`src/rtl/ilv_pkg.sv`:
```
package ilv_pkg;

  typedef enum logic [1:0] {
    FS_IDLE,
    FS_ADDR,
    FS_ACC,
    FS_XFER
  } fill_state_e;

  function automatic int unsigned max3(input int unsigned a, input int unsigned b,
                                       input int unsigned c);
    int unsigned m;
    m = (a > b) ? a : b;
    return (m > c) ? m : c;
  endfunction

endpackage

```
`src/rtl/ilv_bank_timer.sv`:
```
module ilv_bank_timer #(
  parameter int unsigned T_ACC = 56
) (
  input  logic clk,
  input  logic rst,
  input  logic load,
  output logic free,
  output logic done
);
  localparam int unsigned CW = $clog2(T_ACC + 1);

  logic [CW-1:0] cnt;

  always_ff @(posedge clk) begin
    if (rst) begin
      cnt <= '0;
    end else if (load) begin
      cnt <= CW'(T_ACC);
    end else if (cnt != '0) begin
      cnt <= cnt - 1'b1;
    end
  end

  // the final busy cycle also counts as free so a new access can overlap the hand-off
  assign free = (cnt <= CW'(1));
  assign done = (cnt == CW'(1));

endmodule

```
`src/rtl/ilv_fill_seq.sv`:
```
module ilv_fill_seq
  import ilv_pkg::*;
#(
  parameter int unsigned NB     = 4,
  parameter int unsigned T_ADDR = 4,
  parameter int unsigned T_ACC  = 56,
  parameter int unsigned T_XFER = 4
) (
  input  logic                  clk,
  input  logic                  rst,
  input  logic                  start,
  output logic                  active,
  output logic                  issue,
  output logic                  fire,
  output logic                  fire_last,
  output logic [$clog2(NB)-1:0] fire_idx
);
  localparam int unsigned LB = $clog2(NB);
  localparam int unsigned PW = $clog2(max3(T_ADDR, T_ACC, T_XFER) + 1);

  fill_state_e   state;
  logic [PW-1:0] ph;
  logic [LB-1:0] idx;

  always_ff @(posedge clk) begin
    if (rst) begin
      state <= FS_IDLE;
      ph    <= '0;
      idx   <= '0;
    end else begin
      case (state)
        FS_IDLE: begin
          if (start) begin
            state <= FS_ADDR;
            ph    <= PW'(T_ADDR - 1);
          end
        end
        FS_ADDR: begin
          if (ph == '0) begin
            state <= FS_ACC;
            ph    <= PW'(T_ACC - 1);
          end else begin
            ph <= ph - 1'b1;
          end
        end
        FS_ACC: begin
          if (ph == '0) begin
            state <= FS_XFER;
            ph    <= PW'(T_XFER - 1);
            idx   <= '0;
          end else begin
            ph <= ph - 1'b1;
          end
        end
        FS_XFER: begin
          if (ph == '0) begin
            ph <= PW'(T_XFER - 1);
            if (idx == LB'(NB - 1)) begin
              state <= FS_IDLE;
            end else begin
              idx <= idx + 1'b1;
            end
          end else begin
            ph <= ph - 1'b1;
          end
        end
        default: state <= FS_IDLE;
      endcase
    end
  end

  assign active    = (state != FS_IDLE);
  assign issue     = (state == FS_ADDR) && (ph == '0);
  assign fire      = (state == FS_XFER) && (ph == '0);
  assign fire_last = fire && (idx == LB'(NB - 1));
  assign fire_idx  = idx;

endmodule

```
`src/rtl/ilv_ret_stage.sv`:
```
module ilv_ret_stage #(
  parameter int unsigned NB = 4,
  parameter int unsigned W  = 32
) (
  input  logic                  clk,
  input  logic                  rst,
  input  logic                  fire,
  input  logic                  fire_last,
  input  logic [$clog2(NB)-1:0] fire_idx,
  input  logic [NB-1:0]         strm_hit,
  input  logic [NB*W-1:0]       bank_rdata,
  output logic                  rsp_valid,
  output logic                  rsp_last,
  output logic [W-1:0]          rsp_data
);
  logic [W-1:0] hit_word;
  logic [W-1:0] nxt_word;

  // stream completions are one-hot: accepts happen one per cycle with equal latency
  always_comb begin
    hit_word = '0;
    for (int b = 0; b < int'(NB); b++) begin
      if (strm_hit[b]) hit_word = hit_word | bank_rdata[b*W +: W];
    end
  end

  assign nxt_word = fire ? bank_rdata[fire_idx*W +: W] : hit_word;

  always_ff @(posedge clk) begin
    if (rst) begin
      rsp_valid <= 1'b0;
      rsp_last  <= 1'b0;
      rsp_data  <= '0;
    end else begin
      rsp_valid <= fire | (|strm_hit);
      rsp_last  <= fire_last;
      if (fire | (|strm_hit)) rsp_data <= nxt_word;
    end
  end

endmodule

```
`src/rtl/ilv_bank_ctrl.sv`:
```
module ilv_bank_ctrl #(
  parameter int unsigned NB     = 4,
  parameter int unsigned AW     = 16,
  parameter int unsigned W      = 32,
  parameter int unsigned T_ADDR = 4,
  parameter int unsigned T_ACC  = 56,
  parameter int unsigned T_XFER = 4
) (
  input  logic                       clk,
  input  logic                       rst,
  input  logic                       req_valid,
  output logic                       req_ready,
  input  logic                       req_line,
  input  logic [AW-1:0]              req_addr,
  output logic                       rsp_valid,
  output logic                       rsp_last,
  output logic [W-1:0]               rsp_data,
  output logic [NB-1:0]              bank_start,
  output logic [AW-$clog2(NB)-1:0]   bank_row,
  input  logic [NB*W-1:0]            bank_rdata
);
  localparam int unsigned LB = $clog2(NB);
  localparam int unsigned RW = AW - LB;

  logic [LB-1:0] tgt;
  logic [RW-1:0] req_row;
  logic [RW-1:0] line_row;
  logic [NB-1:0] bank_free;
  logic [NB-1:0] bank_done;
  logic [NB-1:0] bank_load;
  logic [NB-1:0] strm_flag;
  logic          fill_active;
  logic          fill_issue;
  logic          xfer_fire;
  logic          xfer_last;
  logic [LB-1:0] xfer_idx;
  logic          acc_word;
  logic          acc_line;

  assign tgt     = req_addr[LB-1:0];
  assign req_row = req_addr[AW-1:LB];

  assign req_ready = !fill_active && (req_line ? (&bank_free) : bank_free[tgt]);
  assign acc_word  = req_valid && req_ready && !req_line;
  assign acc_line  = req_valid && req_ready && req_line;

  for (genvar g = 0; g < int'(NB); g++) begin : g_bank
    assign bank_load[g] = (acc_word && (tgt == LB'(g))) || fill_issue;

    ilv_bank_timer #(.T_ACC(T_ACC)) u_timer (
      .clk  (clk),
      .rst  (rst),
      .load (bank_load[g]),
      .free (bank_free[g]),
      .done (bank_done[g])
    );

    always_ff @(posedge clk) begin
      if (rst) begin
        strm_flag[g] <= 1'b0;
      end else if (acc_word && (tgt == LB'(g))) begin
        strm_flag[g] <= 1'b1;
      end else if (bank_done[g]) begin
        strm_flag[g] <= 1'b0;
      end
    end
  end

  ilv_fill_seq #(
    .NB(NB), .T_ADDR(T_ADDR), .T_ACC(T_ACC), .T_XFER(T_XFER)
  ) u_seq (
    .clk       (clk),
    .rst       (rst),
    .start     (acc_line),
    .active    (fill_active),
    .issue     (fill_issue),
    .fire      (xfer_fire),
    .fire_last (xfer_last),
    .fire_idx  (xfer_idx)
  );

  always_ff @(posedge clk) begin
    if (rst) begin
      line_row   <= '0;
      bank_row   <= '0;
      bank_start <= '0;
    end else begin
      if (acc_line) line_row <= req_row;
      if (fill_issue) begin
        bank_start <= '1;
        bank_row   <= line_row;
      end else if (acc_word) begin
        bank_start <= NB'(1) << tgt;
        bank_row   <= req_row;
      end else begin
        bank_start <= '0;
      end
    end
  end

  ilv_ret_stage #(.NB(NB), .W(W)) u_ret (
    .clk        (clk),
    .rst        (rst),
    .fire       (xfer_fire),
    .fire_last  (xfer_last),
    .fire_idx   (xfer_idx),
    .strm_hit   (bank_done & strm_flag),
    .bank_rdata (bank_rdata),
    .rsp_valid  (rsp_valid),
    .rsp_last   (rsp_last),
    .rsp_data   (rsp_data)
  );

endmodule

```
`config.mk`:
```
export PLATFORM = sky130hd
export DESIGN_NAME = ilv_bank_ctrl
export DESIGN_NICKNAME = d
export VERILOG_FILES = /design/src/rtl/ilv_pkg.sv /design/src/rtl/ilv_bank_timer.sv /design/src/rtl/ilv_fill_seq.sv /design/src/rtl/ilv_ret_stage.sv /design/src/rtl/ilv_bank_ctrl.sv
export SDC_FILE = /design/constraint.sdc
export NUM_CORES = 1
export LEC_CHECK = 0
export ABC_AREA = 0
export CAP_MARGIN = 20
export CORE_ASPECT_RATIO = 0.7
export CORE_MARGIN = 2
export CORE_UTILIZATION = 40
export CTS_BUF_LIST = sky130_fd_sc_hd__clkbuf_16
export DETAILED_ROUTE_END_ITERATION = 10
export PLACE_DENSITY = 0.71
export SYNTH_ARGS = -nofsm -noshare
export SYNTH_HDL_FRONTEND = slang
export SYNTH_SLANG_ARGS = --single-unit
```
`constraint.sdc`:
```
create_clock -name clk -period 2.81 [get_ports clk]
set_clock_uncertainty 0.1 [all_clocks]
set_input_delay 0.843 -clock clk [delete_from_list [all_inputs] [get_ports clk]]
set_output_delay 0.843 -clock clk [all_outputs]
set_load 0.01 [all_outputs]
```
# Word level (Yosys, flattened, before mapping)
# Cells that the tools add are included.
# totals
ff_bits	104
in_bits	148
out_inout_bits	53
elab_cells	142
# op_classes
addsub	6
magnitude_cmp	5
n_eq_ne	17
shifts	2
mux	42
bitwise	5
reduce_logical	44
# op_table
op	n
$mux W32	5
$shiftx A128 B8 Y32	1
$or A32 B32 Y32	3
$mux W6	11
$sub A6 B1 Y6 const B	5
$mux W14	2
$eq A6 B1 Y1 const B	4
$le A6 B1 Y1 const B	4
$reduce_bool A6 Y1	4
$reduce_bool A2 Y1	11
$pmux W6 S3	1
$mux W2	8
$logic_and A1 B1 Y1	11
$eq A2 B2 Y1 const B	5
$mux W1	10
$reduce_or A2 Y1	5
$mux W4	2
$ne A2 B1 Y1 const B	4
$pmux W2 S4	1
$reduce_and A4 Y1	2
$logic_not A6 Y1	1
$reduce_and A5 Y1	1
$and A4 B4 Y4	1
$eq A2 B1 Y1 const B	2
other kinds (11)	17

# Longest topological paths before layout
# Gate-level depths: netlist of the first run.
# depth
word_depth	10
ltp_mapped	9
depth_no_buf	7

# Hierarchy
# Synthesis of the first run repeated with hierarchy kept, for this count alone.
# hier_totals
hier_cells	695
area_unflattened_um2	6587.6
# modules_own_cells
mod	instances	cells_per_inst	area_each_um2	seq_area_each_um2
ilv_ret_stage	1	268	2861.5	680.7
ilv_bank_ctrl	1	187	1615.3	720.7
ilv_bank_timer	4	39	351.6	120.1
ilv_fill_seq	1	84	704.4	200.2

# Least setup slack after synthesis of the first run
# No wires, ideal clock.
# synth_path
path_kind	flip-flop to output port
start	register g_bank[1].u_timer.cnt[0]
end	output req_ready
t_arrival_ps	1605
required_time_ps	1867
slack_ps	262
path_stages_with_launch	8
n_path_buf	0
cell_sequence	dfxtp_1 inv_1 ha_1 or2_2 a32o_1 o21ai_0 mux2i_1 and2_1
# synth_between
elab_chain_cells	5
elab_cells_between_ends	6
classes_between	order compare: 1; mux: 3; reduce/logical: 2
# synth_rtl
element	line	text
from (decl)	ilv_bank_timer.sv:12	logic [CW-1:0] cnt;
from (signal assigned)	ilv_bank_timer.sv:18	cnt <= CW'(T_ACC);
from (signal assigned)	ilv_bank_timer.sv:20	cnt <= cnt - 1'b1;
$le A6 B1 Y1 (*)	ilv_bank_timer.sv:25	assign free = (cnt <= CW'(1));
$bmux W1 S2	ilv_bank_ctrl.sv:43	assign req_ready = !fill_active && (req_line ? (&bank_free) : bank_free[tgt]);
$mux W1 (not written as such)	ilv_bank_ctrl.sv:43	
$mux W1 (*)	ilv_bank_ctrl.sv:43	
$logic_and A1 B1 Y1 (*)	ilv_bank_ctrl.sv:43	
to (decl)	ilv_bank_ctrl.sv:12	output logic req_ready,
# Every way passes the cells marked *; elsewhere a longest branch is shown, timed or not. The select of a mux whose other input is x is not followed.

# Worst setup path after layout of the first run
# layout_path
start	register g_bank[2].u_timer.cnt[2]
end	output req_ready
# layout_between
elab_chain_cells	5
elab_cells_between_ends	6
classes_between	order compare: 1; mux: 3; reduce/logical: 2
# layout_rtl
element	line
from (decl)	ilv_bank_timer.sv:12
from (signal assigned)	ilv_bank_timer.sv:18
from (signal assigned)	ilv_bank_timer.sv:20
$le A6 B1 Y1 (*)	ilv_bank_timer.sv:25
$bmux W1 S2	ilv_bank_ctrl.sv:43
$mux W1 (not written as such)	ilv_bank_ctrl.sv:43
$mux W1 (*)	ilv_bank_ctrl.sv:43
$logic_and A1 B1 Y1 (*)	ilv_bank_ctrl.sv:43
# Marked as above.

==> results.md, run 1 <==
- Fin. max-slew vios: 0
- Clk Tree Root Cell: clkbuf_16
- Final setup violation count: 1
- Port Buffers: 200
- GRT overflow: 0
- Reg2Reg Depth: 5
- DRT Pass-1 Iters: 8
- Flop2flop setup slack: 0.35 ns
- Slew HR: 0.4422
- Status: finished, violations left
- Post-CTS Hold Buffers: 0
- Worst Path Arrival: 2.00 ns
- First-pass GRT wire length: 31170 um
- RR Startpoint: u_seq.ph[2]$_SDFFE_PP0P_
- Multiplexer share of the synthesized area: 0.1691
- DR iter-0 viols: 527
- WP data required: 1.87 ns
- Setup TNS: -0.1350 ns
- EDFF count, synth: 0
- Die area: 0.01628 mm^2
- Pwr dens: 602.6 mW/mm^2
- Clock Latency Late Sink: 0.36 ns
- Largest vdd supply drop: 0.4074 mV
- Num CTS Buffers: 9
- Die height: 107.4 um
- Initial Util: 0.4120
- Core area: 0.01481 mm^2
- Mean Syn Cell Area: 9.477 um^2
- Setup WS post-layout: -0.1350 ns
- Seq/Total Area, Yosys: 0.3411
- Syn. warnings: 0
- Synth Cell Area: 0.006103 mm^2
- Post-route DRC: 0
- Launch point of the worst path: g_bank[2].u_timer.cnt[2]$_SDFFE_PP0P_
- Synth Instances: 644
- Slew @ Worst Pin: 0.8155 ns
- Synth Area in XOR/XNOR: 0.02583
- Dpl hpwl: 14070 um
- Synth-to-Final Area Change: 46.33%
- Filler cells: 1227
- Achievable Freq: 339.6 MHz
- WL per Instance: 18.24 um
- Vias: 6191
- RSZ-0062 raised after global routing: true
- Aggregate global-route resource usage: 0.2387
- Post-synthesis adder-cell area fraction: 0.03280
- Antenna diode count: 0
- Share of layout cells above drive strength 1: 0.1505
- Clk sink count: 104
- Most common flop cell mapped by yosys: dfxtp_1
- Min Tclk post-route: 2.945 ns
- Final GP Congestion: 0.8874
- ANT nets after route: 0
- Critical path's slowest cell: or3_4
- CP Cell Sequence: nor4_4 > o2111ai_2 > or3_4 > mux2i_1 > and2_1 > buf_2
- Yosys cell types: 51
- Pin count of the biggest net entering global routing: 47
- Setup crit end: req_ready
- Via density: 5.846
- Row count: 37
- Crit path max fanout: 2
- Die Wd: 151.6 um
- Clock-pin slew on the worst setup and hold paths: 0.07 ns
- WHS: 0.3553 ns
- Syn nets: 808
- Routed WL: 19310 um
- Hold Vio Cnt, Final: 0
- Util after Layout: 0.6029
- Critical Path Max Stage Delay: 0.41 ns
- Simple-gate share of the synthesized area: 0.1886
- Vias in the first global route: 6308
- TritonCTS clock tree: yes
- Nets: 1023
- Violated checks: negative setup slack
- Clock Path Buffers: 2
- Worst R2R End: u_ret.rsp_data[2]$_SDFFE_PP0P_
- Register bit total from synthesis: 104
- H-tree depth: 3
- Number of max-cap violations: 0
- Critical path type: reg -> out
- Top Ports: 201
- Hold Path Class: reg -> reg
- Largest family of logic cells by synthesized area: compound AO/OA/AOI/OAI gates
- Synth Area in Compound Gates: 0.1941
- Ys async rst share: 0
- Initial antenna violation count: 0
- Leak Pwr: 3.500 nW
- Crit path launch type: flop
- Fin crit share: 1.048
- CP endpoint kind: output pin
## synthesized netlist by cell type (6+ instances only)
master     instances  area, um^2
ha_1              16       200.2
clkbuf_1          47       176.4
mux4_2            32       720.7
a32o_1            34       340.3
nand3_1           35       175.2
nand2_1           66       247.7
xnor2_1           12       105.1
dfxtp_1          104        2082
nor2_1            47       176.4
a211oi_1          15       112.6
a2111oi_0          8       70.07
and2_1             6       37.54
inv_1             19       71.32
a21oi_1           22       110.1
o21ai_0           10       50.05
mux2i_1           30       300.3
or3_1             35       219.0
xor2_1             6       52.55
a222oi_1          32       320.3
nor3_1            12       60.06
## critical path: cells and delay by family, from the launching register on
kind	cells	cell delay (ns)
multiplexers	1	0.13
AND/OR/NAND/NOR	3	0.88
AO/OA/AOI/OAI	1	0.19
flip-flops	1	0.34
buffers and inverters	1	0.12
## layout by cell type (no fill, tap or decap), types with 5 or more instances in the layout
cell type	instances
a21oi_1	22
xnor2_1	12
xor2_1	6
dfxtp_1	100
inv_1	18
or3_1	34
nand2_1	66
buf_4	56
ha_1	15
and3_1	5
a32o_1	33
a211oi_1	15
nor3_1	12
o21ai_0	9
clkdlybuf4s50_1	197
mux4_2	32
a222oi_1	32
nand3_1	35
clkbuf_16	9
and2_1	6
mux2i_1	30
nor2_1	47
a2111oi_0	8
## registers in the layout, summed over array words and instances (netlist names)
signal	cells
u_seq.fire_idx	2
u_seq.state	2
u_ret.rsp_data	32
bank_row	14
strm_flag	4
u_ret.rsp_valid	1
line_row	14
u_ret.rsp_last	1
g_bank.u_timer.cnt	24
u_seq.ph	6
bank_start	4
## routing by layer
layer / GRT usage / up-vias / share of wire
met3: 0.05466 / 31 / 0.064
met5: 0 / - / 0
met1: 0.2986 / 2997 / 0.42
li1: - / 2927 / -
met4: 0.07143 / 0 / 0.020
met2: 0.4099 / 236 / 0.50
## worst min path at each step
stage,startpoint,endpoint,slack (ns),cells after the start
after floorplan,strm_flag[3]$_SDFFE_PP0P_,strm_flag[3]$_SDFFE_PP0P_,0.33,2
after global placement,strm_flag[3]$_SDFFE_PP0P_,strm_flag[3]$_SDFFE_PP0P_,0.34,2
after detailed placement,strm_flag[3]$_SDFFE_PP0P_,strm_flag[3]$_SDFFE_PP0P_,0.35,2
after CTS,strm_flag[3]$_SDFFE_PP0P_,strm_flag[3]$_SDFFE_PP0P_,0.36,2
after global routing,strm_flag[2]$_SDFFE_PP0P_,strm_flag[2]$_SDFFE_PP0P_,0.38,2
final,strm_flag[3]$_SDFFE_PP0P_,strm_flag[3]$_SDFFE_PP0P_,0.36,2
## cells by family (layout without fill, tap and decap cells)
group | Yosys count | in the layout
buffers and inverters | 73 | 293
adders and majority gates | 16 | 16
and+or+nand+nor | 227 | 227
xor gates and xnor gates | 18 | 18
AOI/OAI and AO/OA | 143 | 143
muxes | 63 | 63
DFF | 104 | 104
## area by class of cell
type | instances | area (um^2) | area share
Clock inverter | 7 | 85.08 | 0.009526
Inverter | 19 | 71.32 | 0.007985
Clock buffer | 9 | 225.2 | 0.02522
Tap cell | 195 | 244.0 | 0.02732
Multi-Input combinational cell | 467 | 3762 | 0.4213
Sequential cell | 104 | 2090 | 0.2340
Timing Repair Buffer | 258 | 2454 | 0.2747
## per-stage QoR
stage	cell area [um^2]	power, mW	worst slack [ns]	cells
after global routing	8931	5.725	-0.2686	1059
after floorplan	6103	3.010	0.2623	644
after detailed placement	8583	4.013	-0.7929	1042
final	8931	5.382	-0.1350	1059
after global placement	8583	3.909	-0.7905	1042
after CTS	8919	5.397	-0.1370	1059
## power by group
part	switching [mW]	internal (mW)	total, mW
sequential	0.150	1.67	1.82
combinational	1.02	1.21	2.24
clock	0.611	0.710	1.32
total	1.78	3.60	5.38
## repair_timing
item,4_1_cts,5_1_grt
gates resized for setup,16,3
endpoints found under the setup margin,1,1
setup buffers,1,0
pin swaps,4,0
Power figures use the tool's default switching activity.
==> inputs of run 2 (changes only) <==
CAP_MARGIN = not set   (was 20)
==> results of run 2 <==
Final layout, timing and power as in run 1 (identical DEF).
